[config.mk]
export PLATFORM = sky130hd
export DESIGN_NAME = spi_sel_ctrl
export DESIGN_NICKNAME = d
export VERILOG_FILES = /design/src/rtl/spi_sel_pkg.sv /design/src/rtl/sel_cfg_reg.sv /design/src/rtl/sel_frame.sv /design/src/rtl/sel_drive.sv /design/src/rtl/spi_sel_ctrl.sv
export SDC_FILE = /design/constraint.sdc
export NUM_CORES = 1
export LEC_CHECK = 0
export ABC_AREA = 1
export BUFFER_PORTS_ARGS = -buffer_cell sky130_fd_sc_hd__clkbuf_2
export CAP_MARGIN = 25
export CORE_MARGIN = 1.5
export CORE_UTILIZATION = 42
export CTS_BUF_LIST = sky130_fd_sc_hd__clkbuf_4 sky130_fd_sc_hd__clkbuf_8
export CTS_CLUSTER_SIZE = 24
export DETAILED_ROUTE_END_ITERATION = 10
export GPL_ROUTABILITY_DRIVEN = 0
export PLACE_DENSITY = 0.95
export SYNTH_ARGS = -nofsm -noshare
export SYNTH_HDL_FRONTEND = slang
export SYNTH_SLANG_ARGS = --single-unit
export TNS_END_PERCENT = 50
[constraint.sdc]
create_clock -name clk -period 2.25 [get_ports clk]
set_input_delay 0.225 -clock clk [delete_from_list [all_inputs] [get_ports clk]]
set_output_delay 0.225 -clock clk [all_outputs]
set_load 0.03 [all_outputs]
[src/rtl/spi_sel_pkg.sv]
package spi_sel_pkg;
  // control word layout offsets relative to the mask width
  localparam int unsigned LVL_OFS  = 0;
  localparam int unsigned AUTO_OFS = 1;
  localparam int unsigned ERR_OFS  = 2;
endpackage

[src/rtl/sel_cfg_reg.sv]
module sel_cfg_reg #(
  parameter int unsigned NSEL = 2,
  parameter int unsigned DW   = 32
) (
  input  logic            clk,
  input  logic            rst_n,
  input  logic            wr_en,
  input  logic [DW-1:0]   wr_data,
  input  logic            hold,
  input  logic            done_evt,
  output logic [NSEL-1:0] cfg_mask,
  output logic            cfg_lvl,
  output logic            cfg_auto,
  output logic            cfg_err,
  output logic            commit_en
);
  import spi_sel_pkg::*;
  localparam int unsigned FW = NSEL + 2;

  function automatic logic multi_sel(input logic [NSEL-1:0] v);
    return (v & (v - {{(NSEL-1){1'b0}}, 1'b1})) != '0;
  endfunction

  logic [FW-1:0] pend_q;
  logic          pend_v;
  logic [FW-1:0] wr_fields;
  logic [FW-1:0] commit_val;

  assign wr_fields  = wr_data[FW-1:0];
  assign commit_en  = !hold && (wr_en || (done_evt && pend_v));
  assign commit_val = wr_en ? wr_fields : pend_q;

  always_ff @(posedge clk or negedge rst_n) begin
    if (!rst_n) begin
      pend_q   <= '0;
      pend_v   <= 1'b0;
      cfg_mask <= '0;
      cfg_lvl  <= 1'b0;
      cfg_auto <= 1'b0;
      cfg_err  <= 1'b0;
    end else begin
      if (hold && wr_en) begin
        pend_q <= wr_fields;
        pend_v <= 1'b1;
      end else if (!hold) begin
        pend_v <= 1'b0;
      end
      if (commit_en) begin
        cfg_mask <= commit_val[NSEL-1:0];
        cfg_lvl  <= commit_val[NSEL+LVL_OFS];
        cfg_auto <= commit_val[NSEL+AUTO_OFS];
        if (multi_sel(commit_val[NSEL-1:0])) cfg_err <= 1'b1;
      end
    end
  end
endmodule

[src/rtl/sel_frame.sv]
module sel_frame (
  input  logic clk,
  input  logic rst_n,
  input  logic cfg_auto,
  input  logic xfer_start,
  input  logic xfer_done,
  output logic start_evt,
  output logic done_evt,
  output logic in_xfer,
  output logic xfer_active,
  output logic hold
);
  assign start_evt   = cfg_auto && xfer_start && !in_xfer;
  assign done_evt    = in_xfer && xfer_done;
  assign xfer_active = in_xfer || start_evt;
  assign hold        = xfer_active && !done_evt;

  always_ff @(posedge clk or negedge rst_n) begin
    if (!rst_n)         in_xfer <= 1'b0;
    else if (done_evt)  in_xfer <= 1'b0;
    else if (start_evt) in_xfer <= 1'b1;
  end
endmodule

[src/rtl/sel_drive.sv]
module sel_drive #(
  parameter int unsigned NSEL = 2
) (
  input  logic [NSEL-1:0] mask,
  input  logic            lvl,
  input  logic            enable,
  output logic [NSEL-1:0] sel_o
);
  function automatic logic [NSEL-1:0] lowest_one(input logic [NSEL-1:0] v);
    return v & (~v + {{(NSEL-1){1'b0}}, 1'b1});
  endfunction

  logic [NSEL-1:0] pick;
  assign pick = lowest_one(mask);

  for (genvar i = 0; i < NSEL; i++) begin : g_line
    assign sel_o[i] = (enable && pick[i]) ? lvl : !lvl;
  end
endmodule

[src/rtl/spi_sel_ctrl.sv]
module spi_sel_ctrl #(
  parameter int unsigned NSEL = 2,
  parameter int unsigned DW   = 32
) (
  input  logic            clk,
  input  logic            rst_n,
  input  logic            wr_en,
  input  logic [DW-1:0]   wr_data,
  output logic [DW-1:0]   rd_data,
  input  logic            xfer_start,
  input  logic            xfer_done,
  output logic [NSEL-1:0] sel_o
);
  import spi_sel_pkg::*;

  logic [NSEL-1:0] cfg_mask;
  logic            cfg_lvl, cfg_auto, cfg_err, commit_en;
  logic            start_evt, done_evt, in_xfer, xfer_active, hold;
  logic            drive_en;

  sel_frame u_frame (
    .clk(clk), .rst_n(rst_n), .cfg_auto(cfg_auto),
    .xfer_start(xfer_start), .xfer_done(xfer_done),
    .start_evt(start_evt), .done_evt(done_evt), .in_xfer(in_xfer),
    .xfer_active(xfer_active), .hold(hold)
  );

  sel_cfg_reg #(.NSEL(NSEL), .DW(DW)) u_cfg (
    .clk(clk), .rst_n(rst_n), .wr_en(wr_en), .wr_data(wr_data),
    .hold(hold), .done_evt(done_evt),
    .cfg_mask(cfg_mask), .cfg_lvl(cfg_lvl), .cfg_auto(cfg_auto),
    .cfg_err(cfg_err), .commit_en(commit_en)
  );

  assign drive_en = !cfg_auto || xfer_active;

  sel_drive #(.NSEL(NSEL)) u_drive (
    .mask(cfg_mask), .lvl(cfg_lvl), .enable(drive_en), .sel_o(sel_o)
  );

  always_comb begin
    rd_data = '0;
    rd_data[NSEL-1:0]      = cfg_mask;
    rd_data[NSEL+LVL_OFS]  = cfg_lvl;
    rd_data[NSEL+AUTO_OFS] = cfg_auto;
    rd_data[NSEL+ERR_OFS]  = cfg_err;
  end
endmodule

# --- Word-level counts from Yosys, hierarchy flattened ---
# Index checks and enable logic that the tools add are counted.
op_classes:
  addsub: 2
  eq_ne: 1
  muxes: 7
  bitwise_logic: 3
  n_reduce_logical: 20
ops:
  columns: ["cell", "n"]
  rows:
  - ["1-bit logical AND", 9]
  - ["1-bit 2-to-1 mux", 6]
  - ["1-bit zero test", 5]
  - ["2-bit bitwise AND", 2]
  - ["4-bit 2-to-1 mux", 1]
  - ["2-bit nonzero test", 2]
  - ["1-bit logical OR", 3]
  - ["2-bit by 1-bit adder with 2-bit output, second input constant", 1]
  - ["2-bit != test, second input constant", 1]
  - ["2-bit inverter", 1]
  - ["2-bit AND reduction", 1]
  - ["2-bit by 1-bit subtractor with 2-bit output, second input constant", 1]
totals:
  register_bits: 11
  inputBits: 37
  output_inout_bits: 34
  elab_cells: 40

# --- Longest topological paths before layout ---
# Gate-level depths: netlist of run 1.
logic_depth:
  word_depth: 7
  depth_mapped: 7
  ltp_nobuf: 7

# --- Modules after synthesis ---
# Synthesis of run 1 repeated with hierarchy kept, for this count alone.
unflattened:
  cells_unflattened: 108
  hier_area_um2: 789.5
by_module_without_submodules:
  columns: ["module", "n_inst", "cells_per_inst", "area_per_inst_um2", "seq_area_each_um2"]
  rows:
  - ["sel_cfg_reg", 1, 55, 441.7, 250.2]
  - ["spi_sel_ctrl", 1, 33, 236.5, 0.0]
  - ["sel_frame", 1, 12, 72.6, 25.0]
  - ["sel_drive", 1, 8, 38.8, 0.0]

# --- Worst setup path before layout of run 1 ---
# Ideal clock, no wire load.
synth_path:
  path_kind: "reg-to-output"
  start: "register u_cfg.cfg_mask[0]"
  end: "output sel_o[1]"
  arrival_ns: 0.973
  required_time_ns: 2.025
  setup_slack_ns: 1.052
  path_stages_with_launch: 5
  path_buffers: 0
  cell_sequence: "dfrtp_1 -> inv_1 -> nand3_1 -> nand2_1 -> nand2_1"
synth_between:
  elab_chain_len: 5
synth_rtl:
  columns: ["element", "line_no", "text"]
  rows:
  - ["start, declared", "sel_cfg_reg.sv:11", "output logic [NSEL-1:0] cfg_mask,"]
  - ["start signal, assigned", "sel_cfg_reg.sv:49", "cfg_mask <= commit_val[NSEL-1:0];"]
  - ["2-bit inverter", "sel_drive.sv:10", "return v & (~v + {{(NSEL-1){1'b0}}, 1'b1});"]
  - ["2-bit by 1-bit adder with 2-bit output", "sel_drive.sv:10", null]
  - ["2-bit bitwise AND", "sel_drive.sv:10", null]
  - ["1-bit logical AND", "sel_drive.sv:17", "assign sel_o[i] = (enable && pick[i]) ? lvl : !lvl;"]
  - ["1-bit 2-to-1 mux", "sel_drive.sv:17", null]
  - ["end, declared", "spi_sel_ctrl.sv:12", "output logic [NSEL-1:0] sel_o"]
# Every way passes these cells.

# --- Worst setup path after layout of run 1 ---
layout_path:
  start: "register u_frame.in_xfer"
  end: "output sel_o[1]"
layout_between:
  elab_chain_len: 6
layout_rtl:
  columns: ["element", "line_no", "text"]
  rows:
  - ["start, declared", "sel_frame.sv:9", "output logic in_xfer,"]
  - ["start signal, assigned", "sel_frame.sv:19", "if (!rst_n) in_xfer <= 1'b0;"]
  - ["start signal, assigned", "sel_frame.sv:20", "else if (done_evt) in_xfer <= 1'b0;"]
  - ["start signal, assigned", "sel_frame.sv:21", "else if (start_evt) in_xfer <= 1'b1;"]
  - ["1-bit zero test", "sel_frame.sv:13", "assign start_evt = cfg_auto && xfer_start && !in_xfer;"]
  - ["1-bit logical AND", "sel_frame.sv:13", null]
  - ["1-bit logical OR *", "sel_frame.sv:15", "assign xfer_active = in_xfer || start_evt;"]
  - ["1-bit logical OR *", "spi_sel_ctrl.sv:35", "assign drive_en = !cfg_auto || xfer_active;"]
  - ["1-bit logical AND *", "sel_drive.sv:17", null]
  - ["1-bit 2-to-1 mux *", "sel_drive.sv:17", null]
# Every way passes the cells marked *; elsewhere a longest branch is shown, timed or not.

==> results of run 1 <==
worst max-delay path, stage by stage (launching register included):
cell,delay [ns]
dfrtp_1,0.40
inv_2,0.10
nand3_1,0.15
nand3_1,0.11
nand2_1,0.05
nand2_1,0.06
clkbuf_2,0.20
state kept, by name (all words and copies together) (netlist names):
| name | count |
|---|---|
| u_cfg.pend_q | 4 |
| u_cfg.cfg_mask | 2 |
| u_cfg.cfg_auto | 1 |
| u_cfg.cfg_err | 1 |
| u_cfg.cfg_lvl | 1 |
| u_cfg.pend_v | 1 |
| u_frame.in_xfer | 1 |
cells in the final DEF, fill, tap and decap left out:
| cell | count |
|---|---|
| nand3_2 | 1 |
| inv_1 | 8 |
| nand4_1 | 5 |
| nand3_1 | 7 |
| nand3_4 | 1 |
| a21oi_1 | 1 |
| dfrtp_1 | 11 |
| dlygate4sd3_1 | 1 |
| conb_1 | 27 |
| clkbuf_2 | 15 |
| nand2_4 | 2 |
| nand2_1 | 37 |
| nand2_2 | 4 |
| clkbuf_4 | 4 |
| inv_2 | 2 |
worst paths after layout:
kind                                        startpoint                            end  slack (ns)  cells after the start
max                        u_frame.in_xfer$_DFFE_PN0P_                       sel_o[1]        0.68                      6
min in group asynchronous                        rst_n  u_cfg.cfg_mask[1]$_DFFE_PN0P_        0.36                      2
min                                         wr_data[1]    u_cfg.pend_q[1]$_DFFE_PN0P_        0.22                      3
min reg2reg                  u_cfg.cfg_err$_DFFE_PN0P_      u_cfg.cfg_err$_DFFE_PN0P_        0.47                      2
max reg2reg                u_frame.in_xfer$_DFFE_PN0P_  u_cfg.cfg_mask[1]$_DFFE_PN0P_        1.23                      6
max in group asynchronous                        rst_n    u_cfg.pend_q[1]$_DFFE_PN0P_        1.67                      2
area by class of cell:
| class | instances | area (µm²) |
|---|---|---|
| multi-input combinational | 85 | 387 |
| tap | 25 | 31.3 |
| fill | 199 | 956 |
| clock buffer | 4 | 30.0 |
| inverter | 10 | 37.5 |
| timing repair buffer | 16 | 85.1 |
| sequential | 11 | 275 |
timing repair:
action                                  in CTS  in global routing
endpoints found under the hold margin       11                  0
hold buffers                                 1                  0
endpoints found under the setup margin       0                  0
routing by layer:
layer	track usage (%)	vias up
met5	0	-
met4	8.11	0
met3	4.53	2
met2	25.9	34
met1	13.7	301
li1	-	315
power breakdown:
group	total (W)	internal, W	leakage [nW]	switching (W)
Combinational	0.000549	0.000147	0.373	0.000402
Sequential	0.000348	0.000281	0.134	0.0000670
Clock	0.000151	0.0000809	0.0184	0.0000701
Total	0.00105	0.000509	0.526	0.000539
cells by family after synthesis:
kind of cell | count (synthesis)
and+or+nand+nor | 57
AOI/OAI and AO/OA | 1
other | 1
DFF | 11
buffers and inverters | 41
metrics by stage:
stage,utilization [%],area [µm²]
floorplan,-,936
global placement,44.7,806
detailed placement,44.7,806
CTS,46.9,846
global route,46.9,846
finish,46.9,846
==> impl_metrics.yaml, run 1 <==
worst_setup_path:
  cp.arrival_ns: 1.35
  critPathMaxFanout: 4
  critical_path_class: "reg2out"
  startpoint_type: "register"
  cp.required_ns: 2.03
  endpoint_kind: "output pin"
timing:
  fin_ws_ns: 0.675
  fin_crit_sh_pct: 70.0
  fin_skew_ns: 0.00162
  rsz0062_at_grt: "no"
  finalSetupTns_ns: 0
  fmaxAchievable_mhz: 635
  hold-worst-slack_ns: 0.220
  setup_viol: 0
  hold_viol: 0
  min_period_ns: 1.57
  slew_viol_final: 0
clocking:
  h-tree-depth: 1
  cts_tree: "yes"
  cts_root_buffer: "clkbuf_4"
  clkLatencyLatePin_ns: 0.27
  cts_resized: 0
  cts_inserted_buffers: 3
  cts.sinks: 11
  clock_path_buffers: 2
  path_clk_slew_ns: 0.07
  cts_setup_buffers: 0
job:
  cap_viol_max_count: 0
synthesis:
  ys_ff_latch: 11
  synth_edf_count: 0
  synth-simple-area-share_pct: 33.4
  ys_types: 14
  yosysWarnings: 0
  synthAdderAreaFrac_pct: 0
  synthTopCellsByArea: "dfrtp_1 (33%), buf_4 (27%), nand2_1 (17%), nand3_1 (4.2%), nand4_1 (3.7%)"
  netlist_top_cells_count: "nand2_1 (37), buf_4 (30), dfrtp_1 (11)"
  syn-cell-area_um2: 838
  synth-async-reset-ratio_pct: 100
  ys.flop_type: "dfrtp_1"
  synth_xor_area_share_pct: 0
  synth-compound-area-share_pct: 0.597
  synthCells: 111
  synthMuxAreaShare_pct: 0
  synth_most_common_cell: "nand2_1"
  syn_avg_cell_area_um2: 7.55
  yosysSeqAreaShare_pct: 32.8
  synth_top_cell_by_area: "dfrtp_1"
  synth_top_family_by_area: "simple AND/OR/NAND/NOR gates"
  synth_top_area_share_pct: 32.8
pwr:
  power_w: 0.00105
  power_per_cell_area_nw_per_um2: 1240
  leakagePower_nw: 0.526
  irDropWorstVdd_mv: 0.469
die:
  die_height_um: 47.7
  die_w_um: 47.7
  fp-row-count: 15
  dieArea_um2: 2270
  ios: 71
  initial_core_util_pct: 46.5
  core_area_um2: 1800
detailed_routing:
  wl_met3_um: 95
  routedWlPerCell_um: 9.63
  route.detailed.drc: 0
  vias: 652
  wl_met1_um: 559
  drtIter0Drc: 7
  vias_per_cell: 4.32
  drtAntennaViolNets: 0
  routed_wl_mm: 1.45
  top_layer_used: "met4"
  met2WireLength_um: 779
  drtPass1Iterations: 4
grt:
  grtUsageTotal_pct: 14.1
  antenna_found_initial: 0
  grt_remaining_overflow: 0
  grt_max_degree: 12
  grt_pass1_vias: 523
  grt_pass1_wl_mm: 2.15
layout:
  area_growth_pct: 0.895
  drive_gt1_share_pct: 23.0
  stdcell_count: 151
  final_nets: 164
  diodes: 0
placement:
  dp_hpwl_mm: 1.16
  port_buffers: 15
  dp.cells: 146
  place_ws_ns: 0.966
worst_hold_path:
  hp-class: "in2reg"
status:
  status: "completed"
(Power assumes the default switching activity.)
==> run 2: changes to the inputs <==
--- a/config.mk
+++ b/config.mk
@@ -9,12 +9,12 @@
 export BUFFER_PORTS_ARGS = -buffer_cell sky130_fd_sc_hd__clkbuf_2
 export CAP_MARGIN = 25
 export CORE_MARGIN = 1.5
-export CORE_UTILIZATION = 42
+export CORE_UTILIZATION = 39
 export CTS_BUF_LIST = sky130_fd_sc_hd__clkbuf_4 sky130_fd_sc_hd__clkbuf_8
 export CTS_CLUSTER_SIZE = 24
 export DETAILED_ROUTE_END_ITERATION = 10
 export GPL_ROUTABILITY_DRIVEN = 0
-export PLACE_DENSITY = 0.95
+export PLACE_DENSITY = 0.9
 export SYNTH_ARGS = -nofsm -noshare
 export SYNTH_HDL_FRONTEND = slang
 export SYNTH_SLANG_ARGS = --single-unit
==> constraint.sdc (replaced) <==
create_clock -name clk -period 1.6 [get_ports clk]
set_input_delay 0.16 -clock clk [delete_from_list [all_inputs] [get_ports clk]]
set_output_delay 0.16 -clock clk [all_outputs]
set_load 0.03 [all_outputs]
==> run 2 against run 1 <==
Routed wire length down 7.8%. Register-to-register slack lost 0.63 ns. Utilization fell by 4.6 points. First-iteration DRC count decreased by 43%. Sequential share of layout area shrank 0.096 points. Total power grew 38%. Die area rose by 7.2%. Via count down 4.4%. Critical path type unchanged. Critical endpoint unchanged.
==> impl_metrics.yaml, run 2 (synthesized netlist as in run 1, its figures left out) <==
detailed_routing:
  drtPass1Iterations: 4
  drtAntennaViolNets: 0
  vias: 623
  route.detailed.drc: 0
  routed_wl_mm: 1.34
  routedWlPerCell_um: 8.76
  vias_per_cell: 4.07
  drtIter0Drc: 4
timing:
  fin_crit_sh_pct: 91.2
  finalSetupTns_ns: 0
  setup_viol: 0
  min_period_ns: 1.46
  fin_skew_ns: 0.00242
  rsz0062_at_grt: "no"
  fin_ws_ns: 0.141
  hold_viol: 0
  fmaxAchievable_mhz: 685
  slew_viol_final: 0
layout:
  mostFrequentLayoutCell: "nand2_1"
  drive_gt1_share_pct: 23.0
  area_growth_pct: 1.19
  diodes: 0
  final_nets: 164
  nFillCells: 240
  largest_reg_flops: 4
  fin_area_um2: 848
  final_cell_mix: "nand2_1 (37), conb_1 (27), clkbuf_2 (14), dfrtp_1 (11), inv_1 (8)"
  reg.largest.list: "u_cfg.pend_q x4, u_cfg.cfg_mask x2"
  stdcell_count: 153
  largest_register: "u_cfg.pend_q"
clocking:
  path_clk_slew_ns: 0.07
  clock_path_buffers: 2
  cts_root_buffer: "clkbuf_4"
  clkLatencyLatePin_ns: 0.27
  cts_setup_buffers: 0
  cts.sinks: 11
  cts_inserted_buffers: 3
  cts_tree: "yes"
  h-tree-depth: 1
pwr:
  clock_power_share_pct: 14.3
  p_sw_w: 0.000733
  power.internal_w: 0.000716
  p_seq_share_pct: 33.3
  power_frac_comb_pct: 52.4
  power_per_cell_area_nw_per_um2: 1710
  leakagePower_nw: 0.525
  irDropWorstVdd_mv: 0.637
  swShare_pct: 50.6
placement:
  dp.cells: 148
  port_buffers: 15
  place_ws_ns: 0.434
  placed_area_um2: 808
  dp_hpwl_mm: 1.03
worst_setup_path:
  endpoint_kind: "output pin"
  r2r_start: "u_cfg.cfg_auto$_DFFE_PN0P_"
  critical_path_class: "reg2out"
  critPathMaxFanout: 4
  worstSetupStartpoint: "u_frame.in_xfer$_DFFE_PN0P_"
  cp.arrival_ns: 1.30
  cp.required_ns: 1.44
  startpoint_type: "register"
die:
  initial_core_util_pct: 41.9
  dieArea_um2: 2440
  die_w_um: 49.4
  ios: 71
  core_area_um2: 2000
  die_height_um: 49.4
  fp-row-count: 16
worst_hold_path:
  hp-class: "in2reg"
  hold_start: "wr_data[1]"
grt:
  antenna_found_initial: 0
  grtUsageTotal_pct: 11.9
  grt_remaining_overflow: 0
  grt_max_degree: 12
  grt_pass1_wl_mm: 2.17
  grt_pass1_vias: 536
status:
  status: "completed"
job:
  cap_viol_max_count: 0
run 2: path summary, 6_finish.rpt:
| check | end | slack (ns) | cells past startpoint |
|---|---|---|---|
| max in group asynchronous | u_cfg.pend_q[1]$_DFFE_PN0P_ | 1.06 | 2 |
| worst max register to register | u_cfg.pend_q[1]$_DFFE_PN0P_ | 0.60 | 5 |
| worst min register to register | u_cfg.cfg_err$_DFFE_PN0P_ | 0.46 | 2 |
| worst max-delay path | sel_o[1] | 0.14 | 6 |
| min in group asynchronous | u_cfg.cfg_auto$_DFFE_PN0P_ | 0.31 | 2 |
| worst min-delay path | u_cfg.pend_q[1]$_DFFE_PN0P_ | 0.16 | 3 |
run 2: area by class of cell:
| type | instances | area (µm²) | share of cell area, % |
|---|---|---|---|
| flip-flops and latches | 11 | 275 | 32.4 |
| well taps | 27 | 33.8 | 3.98 |
| clock buffers | 4 | 30.0 | 3.54 |
| repair buffers | 16 | 85.1 | 10.0 |
| inverters | 10 | 37.5 | 4.42 |
| multi-input cells | 85 | 387 | 45.6 |
run 2: what timing repair did:
action,4_1_cts,5_1_grt
setup endpoints to repair,0,1
gates resized for setup,0,1
hold buffers,1,0
endpoints found under the hold margin,11,0
run 2: metrics by stage:
step	hold WS (ns)	utilization, %	total power [W]
2_1_floorplan	-0.136	-	0.00116
3_3_place_gp	0.0470	40.4	0.00122
3_5_place_dp	0.0556	40.4	0.00125
4_1_cts	0.150	42.4	0.00146
5_1_grt	0.174	42.4	0.00158
6_report	0.157	42.4	0.00145
run 2: critical path: stages (launching register included):
cell     delay (ns)
dfrtp_1        0.40
inv_2          0.10
nand3_1        0.13
nand3_1        0.10
nand2_1        0.06
nand2_1        0.06
buf_2          0.19
run 2: layer usage:
layer	part of all wire, %	vias up	global-route usage (%)
li1	-	313	-
met3	6.6	4	3.68
met4	1.4	0	5.71
met5	0	-	0
met2	50	26	20.3
met1	42	280	13.5
run 2: power groups by stage:
stage	combinational [W]	clock (W)	sequential, W
after global routing	0.000847	0.000230	0.000505
after detailed placement	0.000760	0	0.000487
after floorplan	0.000643	0	0.000517
final	0.000760	0.000207	0.000482
after global placement	0.000738	0	0.000482
after CTS	0.000764	0.000216	0.000481
==> run 3: changes to the inputs <==
--- a/config.mk
+++ b/config.mk
@@ -15,6 +15,7 @@
 export DETAILED_ROUTE_END_ITERATION = 10
 export GPL_ROUTABILITY_DRIVEN = 0
 export PLACE_DENSITY = 0.9
+export REMOVE_ABC_BUFFERS = 1
 export SYNTH_ARGS = -nofsm -noshare
 export SYNTH_HDL_FRONTEND = slang
 export SYNTH_SLANG_ARGS = --single-unit
==> constraint.sdc (replaced) <==
create_clock -name clk -period 1.6 [get_ports clk]
set_input_delay 0.32 -clock clk [delete_from_list [all_inputs] [get_ports clk]]
set_output_delay 0.32 -clock clk [all_outputs]
set_load 0.03 [all_outputs]
==> run 3 against run 2 <==
Maximum frequency down 3.3%. Sequential cell count unchanged. First-iteration DRC count rose to 4.8 times the previous value. Sequential share of layout area down 0.56 points. Final cell count up 0.65%. Utilization up 0.75 points. Combinational power up 2%. Hold slack better by 0.15 ns. Routed wire length down 2.9%. Global-route usage up 0.29 points. Clock skew about the same. Critical endpoint unchanged. Largest power group unchanged. Highest routed layer unchanged.
==> impl_metrics.yaml, run 3 (synthesized netlist as in run 1, its figures left out) <==
job:
  cap_viol_max_count: 0
detailed_routing:
  drtIter0Drc: 19
  vias_per_cell: 4.10
  drtPass1Iterations: 4
  routed_wl_mm: 1.30
  routedWlPerCell_um: 8.45
  drtAntennaViolNets: 0
  route.detailed.drc: 0
  vias: 631
grt:
  antenna_found_initial: 0
  grtUsageTotal_pct: 12.2
  grt_remaining_overflow: 0
  grt_max_degree: 12
  grt_pass1_vias: 537
  grt_pass1_wl_mm: 2.23
worst_setup_path:
  path_common_cell: "nand2_1"
  startpoint_type: "register"
  cpPeakStageDelay_ns: 0.40
  cp.arrival_ns: 1.19
  reg2reg_depth: 6
  critical_path.top_delay_family: "flip-flops"
  r2r_start: "u_frame.in_xfer$_DFFE_PN0P_"
  critPathMaxFanout: 4
  slowest_stage: "dfrtp_1"
  cp.required_ns: 1.28
  critical_path_class: "reg2out"
  critPathBufInv: 2
  endpoint_kind: "output pin"
  worstSetupStartpoint: "u_frame.in_xfer$_DFFE_PN0P_"
  crit_cells: 6
  cp_cell_sequence: "inv_2 -> nand3_2 -> nand3_1 -> nand2_1 -> nand2_1 -> clkbuf_4"
timing:
  finalSetupTns_ns: 0
  fmaxAchievable_mhz: 662
  slew_viol_final: 0
  hold_viol: 0
  rsz0062_at_grt: "no"
  min_period_ns: 1.51
  fin_skew_ns: 0.00273
  fin_crit_sh_pct: 94.4
  setup_viol: 0
layout:
  drive_gt1_share_pct: 24.4
  largest_register: "u_cfg.pend_q"
  final_nets: 165
  mostFrequentLayoutCell: "nand2_1"
  fin_area_um2: 863
  utilization_pct: 43.1
  area_growth_pct: 2.99
  nFillCells: 231
  reg.largest.list: "u_cfg.pend_q x4, u_cfg.cfg_mask x2"
  final_cell_mix: "nand2_1 (37), conb_1 (27), clkbuf_2 (13), dfrtp_1 (11), inv_1 (8)"
  diodes: 0
  largest_reg_flops: 4
die:
  dieArea_um2: 2440
  core_area_um2: 2000
  fp-row-count: 16
  ios: 71
  initial_core_util_pct: 41.9
  die_w_um: 49.4
  die_height_um: 49.4
placement:
  port_buffers: 15
  dp_hpwl_mm: 1.03
  placed_area_um2: 808
status:
  status: "completed"
pwr:
  power_per_cell_area_nw_per_um2: 1700
  irDropWorstVdd_mv: 0.640
  leakagePower_nw: 0.531
worst_hold_path:
  whs_path_depth: 3
  hp-class: "in2reg"
  hold_start: "wr_data[3]"
clocking:
  cts_tree: "yes"
  cts_root_buffer: "clkbuf_4"
  cts.sinks: 11
  clkLatencyLatePin_ns: 0.27
  cts_inserted_buffers: 3
  h-tree-depth: 1
  clock_path_buffers: 2
  path_clk_slew_ns: 0.07
run 3: report_power, final:
part | leakage, nW | total, W | internal (W) | switching [W]
registers | 0.134 | 0.000486 | 0.000396 | 0.0000908
logic | 0.379 | 0.000778 | 0.000232 | 0.000546
clock network | 0.0184 | 0.000206 | 0.000114 | 0.0000925
run 3: worst paths after layout:
check / endpoint / slack, ns
worst max-delay path: sel_o[1] / 0.09
max in group asynchronous: u_cfg.pend_q[0]$_DFFE_PN0P_ / 0.92
min in group asynchronous: u_frame.in_xfer$_DFFE_PN0P_ / 0.46
worst min-delay path: u_cfg.pend_q[3]$_DFFE_PN0P_ / 0.31
worst min register to register: u_cfg.cfg_err$_DFFE_PN0P_ / 0.46
worst max register to register: u_cfg.pend_q[0]$_DFFE_PN0P_ / 0.57
run 3: metal layers:
metal  track usage (%)  share of wire (%)
met1              14.0                 41
met4              11.4                2.8
met5                 0                  0
met2              19.8                 50
met3              1.23                5.5
run 3: cell type report:
| class | count | area [µm²] | share of cell area, % |
|---|---|---|---|
| Sequential cell | 11 | 275 | 31.9 |
| Multi-Input combinational cell | 85 | 392 | 45.4 |
| Inverter | 10 | 37.5 | 4.35 |
| Clock buffer | 4 | 30.0 | 3.48 |
| Tap cell | 27 | 33.8 | 3.91 |
| Timing Repair Buffer | 17 | 95.1 | 11.0 |
run 3: metrics by stage:
step           std cells  setup WS (ns)  hold WS [ns]  total power (W)
2_1_floorplan        106          0.215        0.0244          0.00107
3_3_place_gp         148          0.298         0.206          0.00122
3_5_place_dp         148          0.248         0.211          0.00124
4_1_cts              153        0.00659         0.299          0.00147
5_1_grt              154        0.00291         0.322          0.00159
6_report             154         0.0904         0.306          0.00147
run 3: what timing repair did:
action                                  CTS  global route
setup buffers                             0             1
resized for setup                         2             1
hold endpoints to repair                 11             0
endpoints found under the setup margin    2             2
hold buffers                              1             0
run 3: tightest hold or removal path: cells and delay by family:
family | cells | cell delay, ns
simple gates | 2 | 0.13
buf+inv | 1 | 0.09
